`src/rtl/mac40_pkg.sv`:
```
package mac40_pkg;
    localparam int ACC_W  = 40;
    localparam int WORD_W = 32;
    localparam int HALF_W = WORD_W / 2;
    localparam int GUARD_W = ACC_W - WORD_W;

    typedef enum logic [2:0] {
        OP_NONE = 3'd0,
        OP_HALF = 3'd1,
        OP_DUAL = 3'd2,
        OP_WORD = 3'd3,
        OP_LOAD = 3'd4
    } mac_op_e;

    typedef struct packed {
        logic [ACC_W-1:0]  acc;
        logic              busy;
        logic [ACC_W-1:0]  part;
        logic [WORD_W-1:0] a_keep;
        logic [HALF_W-1:0] bh_keep;
    } mac_state_t;
endpackage

```
`src/rtl/mac40_hmul.sv`:
```
// Signed halfword product, sign-extended to the sum width.
module mac40_hmul #(
    parameter int HALF_W = 16,
    parameter int ACC_W  = 40
) (
    input  logic [HALF_W-1:0] x,
    input  logic [HALF_W-1:0] y,
    output logic [ACC_W-1:0]  p
);
    localparam int PROD_W = 2 * HALF_W;

    logic signed [PROD_W-1:0] xe;
    logic signed [PROD_W-1:0] ye;
    logic signed [PROD_W-1:0] pr;

    always_comb begin
        xe = {{HALF_W{x[HALF_W-1]}}, x};
        ye = {{HALF_W{y[HALF_W-1]}}, y};
        pr = xe * ye;
        p  = {{(ACC_W-PROD_W){pr[PROD_W-1]}}, pr};
    end
endmodule

```
`src/rtl/mac40_wpart.sv`:
```
// One partial product of the word multiply, taken modulo 2^ACC_W.
// UPPER = 0: word x unsigned low half of the multiplicand.
// UPPER = 1: word x signed high half, weighted by 2^HALF_W.
module mac40_wpart #(
    parameter int WORD_W = 32,
    parameter int HALF_W = 16,
    parameter int ACC_W  = 40,
    parameter bit UPPER  = 1'b0
) (
    input  logic [WORD_W-1:0] a,
    input  logic [HALF_W-1:0] h,
    output logic [ACC_W-1:0]  p
);
    logic [ACC_W-1:0] ae;
    logic [ACC_W-1:0] he;
    logic [ACC_W-1:0] pr;

    assign ae = {{(ACC_W-WORD_W){a[WORD_W-1]}}, a};
    assign pr = ae * he;

    generate
        if (UPPER) begin : g_upper
            assign he = {{(ACC_W-HALF_W){h[HALF_W-1]}}, h};
            assign p  = {pr[ACC_W-HALF_W-1:0], {HALF_W{1'b0}}};
        end else begin : g_lower
            assign he = {{(ACC_W-HALF_W){1'b0}}, h};
            assign p  = pr;
        end
    endgenerate
endmodule

```
`src/rtl/mac40_rdfmt.sv`:
```
// Splits the sum into two readable words.
module mac40_rdfmt #(
    parameter int WORD_W = 32,
    parameter int ACC_W  = 40
) (
    input  logic [ACC_W-1:0]  acc,
    output logic [WORD_W-1:0] lo,
    output logic [WORD_W-1:0] hi
);
    localparam int GW = ACC_W - WORD_W;

    assign lo = acc[WORD_W-1:0];
    assign hi = {{(2*WORD_W-ACC_W){acc[ACC_W-1]}}, acc[ACC_W-1:WORD_W]};

    initial begin
        if (GW <= 0 || GW > WORD_W) $error("guard width out of range");
    end
endmodule

```
`src/rtl/mac40.sv`:
```
module mac40
    import mac40_pkg::*;
#(
    parameter int AW = ACC_W,
    parameter int WW = WORD_W,
    parameter int HW = HALF_W
) (
    input  logic          clk,
    input  logic          rst,
    input  logic          op_valid,
    input  logic [2:0]    op_code,
    input  logic [1:0]    half_sel,
    input  logic [WW-1:0] opnd_a,
    input  logic [WW-1:0] opnd_b,
    input  logic [WW-1:0] ld_lo,
    input  logic [WW-1:0] ld_hi,
    output logic          busy,
    output logic [WW-1:0] acc_lo,
    output logic [WW-1:0] acc_hi
);
    localparam int LANES = 2;

    mac_state_t st_d, st_q;
    mac_op_e    op_e;

    logic [HW-1:0] lx [LANES];
    logic [HW-1:0] ly [LANES];
    logic [AW-1:0] lp [LANES];
    logic [AW-1:0] lo_part;
    logic [AW-1:0] hi_part;

    assign op_e = mac_op_e'(op_code);

    // lane 0: selectable halves for the single form, low halves otherwise
    // lane 1: high halves, used by the dual form
    always_comb begin
        lx[0] = (op_e == OP_HALF && half_sel[1]) ? opnd_a[WW-1:HW] : opnd_a[HW-1:0];
        ly[0] = (op_e == OP_HALF && half_sel[0]) ? opnd_b[WW-1:HW] : opnd_b[HW-1:0];
        lx[1] = opnd_a[WW-1:HW];
        ly[1] = opnd_b[WW-1:HW];
    end

    generate
        for (genvar g = 0; g < LANES; g++) begin : g_lane
            mac40_hmul #(.HALF_W(HW), .ACC_W(AW)) u_hmul (
                .x(lx[g]),
                .y(ly[g]),
                .p(lp[g])
            );
        end
    endgenerate

    // first cycle of the word product: operand times low half of multiplicand
    mac40_wpart #(.WORD_W(WW), .HALF_W(HW), .ACC_W(AW), .UPPER(1'b0)) u_wlo (
        .a(opnd_a),
        .h(opnd_b[HW-1:0]),
        .p(lo_part)
    );

    // second cycle: held operand times held high half
    mac40_wpart #(.WORD_W(WW), .HALF_W(HW), .ACC_W(AW), .UPPER(1'b1)) u_whi (
        .a(st_q.a_keep),
        .h(st_q.bh_keep),
        .p(hi_part)
    );

    always_comb begin
        st_d = st_q;
        if (st_q.busy) begin
            // finishing the word product wins over anything presented now
            st_d.acc  = st_q.acc + st_q.part + hi_part;
            st_d.busy = 1'b0;
        end else if (op_valid) begin
            unique case (op_e)
                OP_HALF: st_d.acc = st_q.acc + lp[0];
                OP_DUAL: st_d.acc = st_q.acc + lp[0] + lp[1];
                OP_WORD: begin
                    st_d.part    = lo_part;
                    st_d.a_keep  = opnd_a;
                    st_d.bh_keep = opnd_b[WW-1:HW];
                    st_d.busy    = 1'b1;
                end
                OP_LOAD: st_d.acc = AW'({ld_hi, ld_lo});
                default: ;
            endcase
        end
    end

    always_ff @(posedge clk) begin
        if (rst) st_q <= '0;
        else     st_q <= st_d;
    end

    mac40_rdfmt #(.WORD_W(WW), .ACC_W(AW)) u_rd (
        .acc(st_q.acc),
        .lo(acc_lo),
        .hi(acc_hi)
    );

    assign busy = st_q.busy;
endmodule

```
`config.mk`:
```
export PLATFORM = sky130hd
export DESIGN_NAME = mac40
export DESIGN_NICKNAME = d
export VERILOG_FILES = /design/src/rtl/mac40_pkg.sv /design/src/rtl/mac40_hmul.sv /design/src/rtl/mac40_wpart.sv /design/src/rtl/mac40_rdfmt.sv /design/src/rtl/mac40.sv
export SDC_FILE = /design/constraint.sdc
export NUM_CORES = 2
export LEC_CHECK = 0
export ABC_AREA = 1
export BUFFER_PORTS_ARGS = -buffer_cell sky130_fd_sc_hd__buf_2
export CAP_MARGIN = 40
export CORE_MARGIN = 2
export CORE_UTILIZATION = 60
export CTS_CLUSTER_DIAMETER = 150
export DETAILED_ROUTE_END_ITERATION = 12
export GPL_TIMING_DRIVEN = 0
export PLACE_DENSITY = 0.8
export SYNTH_ARGS = -nofsm -noshare
export SYNTH_HDL_FRONTEND = slang
export SYNTH_HIERARCHICAL = 1
export SYNTH_SLANG_ARGS = --single-unit
```
`constraint.sdc`:
```
create_clock -name clk -period 8.8 [get_ports clk]
set_input_delay 0.44 -clock clk [delete_from_list [all_inputs] [get_ports clk]]
set_output_delay 0.44 -clock clk [all_outputs]
set_load 0.01 [all_outputs]
```
==> run metrics <==
Longest Clk Path Bufs 2; Cell Area, Synth 62,000 um2; Area after DPL 64,800 um2; total gr overflow 0; initial antenna violation count 10; Initial Utilization 60.7%; RSZ-0062 raised after global routing yes; Starting DRT DRC Count 6,856; via/cell ratio 5.71; Synth Instances 8,779; TritonCTS clock tree built; worst slack, placed -3.29 ns; Area Overhead vs Synth 16.1%; Clock Latency Late Sink 0.45 ns; crit path time final 9.86 ns; element type at the critical path end flip-flop; IO Pins 201; syn avg cell area 7.06 um2; DR pass1 iterations 8; Req. time, crit path 9.20 ns; Layout Nets 10.9k; Setup WS post-layout -1.06 ns; routed length per instance 22.7 um; max incr delay on CP 0.70 ns; crit path launch type input pin; Rows 117; slowest CP cell fa_1; die area 106,000 um2; area of the multi-input gates 53,300 um2; global-route wire length before repair 353 mm; gpl congestion 1.07; drt drc 0; sequential cell area 2420 um2; die width 325 um; setup violators final 23; final antenna-violating net count 0; post-route clock period utilization 112%; Total Wirelength 240 mm; status finished, violations left; Crit Path Class input pin to flip-flop; Vias 60.4k; CP most frequent cell nand2_1; via count of the first global-routing pass 60.4k; Synth Warn # 6; H-tree depth 4; Die Height 325 um; post-DP HPWL 194 mm; Critical Path AT 10.26 ns; Max-Cap Viols 0; worst-path fanout max 10; layout cell share with drive strength beyond 1 16.2%; largest net degree at the start of global routing 27; # clock sinks 121; setup TNS -12.81 ns; post-layout instance area 72,000 um2; Final Skew 0.0237 ns; Least-Margin Pin Slew 1.03 ns; Root Buffer clkbuf_16; CTS Buf Count 17; f_max 101 MHz; Final Max Slew Viols 0; failing checks setup timing; fillers 8,507; I/O Buffers 175; clock-pin slew on the worst setup and hold paths 0.06 ns; Total Routing Usage GR 44.4%; Slew headroom 31.1%; Worst Hold Class input pin to flip-flop; Core ar. 102,000 um2; Final Hold Viols 0
## state kept, by name (all words and copies together), names as in the netlist
signal,flops
busy,1
st_q,120
## per-layer routing
layer  global-route usage, %  vias up  share of wire, %  routed length (um)
met5                       0        -             0.081                 195
li1                        -    26395                 -                   -
met2                    68.0     3889                43              103000
met3                    10.4     1099                12               28600
met1                    56.1    28988                36               86600
met4                    29.8       12               8.7               21000
## worst max-delay path: cells and delay by family
family	cells	cell delay, ns
multiplexers	1	0.28
buffers and inverters	10	1.25
AO/OA/AOI/OAI	7	1.21
AND/OR/NAND/NOR	21	2.37
XOR/XNOR	1	0.29
adder cells (fa/ha/maj)	9	4.36
## timing repair
action	4_1_cts	5_1_grt
pin swaps	152	250
buffers inserted	113	106
gates cloned	3	0
hold buffers	0	0
resized for setup	639	500
setup endpoints to repair	31	29
## cells in the final DEF, fill, tap and decap left out, types with 59 or more instances in the layout
cell / n
inv_1: 2229
nand2_1: 2062
fa_1: 1146
nor2_1: 465
ha_1: 375
buf_4: 278
a21oi_1: 246
clkbuf_1: 236
o21ai_0: 234
buf_2: 201
nand3_1: 186
nand2_2: 121
dfxtp_1: 121
inv_2: 94
a21oi_2: 82
ha_4: 80
xor2_1: 73
nor2_4: 65
nand2_4: 59
## final timing paths
path	startpoint	cells after the start	slack, ns	to
hold / removal	opnd_a[14]	3	0.37	st_q[30]$_SDFFE_PP0P_
setup / recovery	op_code[1]	49	-1.06	st_q[123]$_SDFFE_PP0P_
setup reg to reg	st_q[4]$_SDFFE_PP0P_	31	-0.08	st_q[127]$_SDFFE_PP0P_
hold reg to reg	st_q[6]$_SDFFE_PP0P_	2	0.48	st_q[6]$_SDFFE_PP0P_
## metrics by stage
step | util (%) | cells | hold WS, ns
finish | 70.5 | 10570 | 0.374
CTS | 67.6 | 10460 | 0.351
detailed placement | 63.4 | 10340 | 0.467
floorplan | - | 8794 | 0.449
global route | 70.4 | 10565 | 0.386
global placement | 63.4 | 10337 | 0.462
## area by class of cell
cell class,count,share of cell area [%]
Sequential cell,121,3.36
Tap cell,1368,2.38
Antenna cell,6,0.0209
Timing Repair Buffer,396,3.96
Clock buffer,21,0.653
Clock inverter,10,0.163
Buffer,407,3.23
Multi-Input combinational cell,5903,74.0
Inverter,2338,12.2
Power is left out: the tool's default activity adds up to more than one toggle a clock period on the data nets, which glitch-free logic cannot reach.
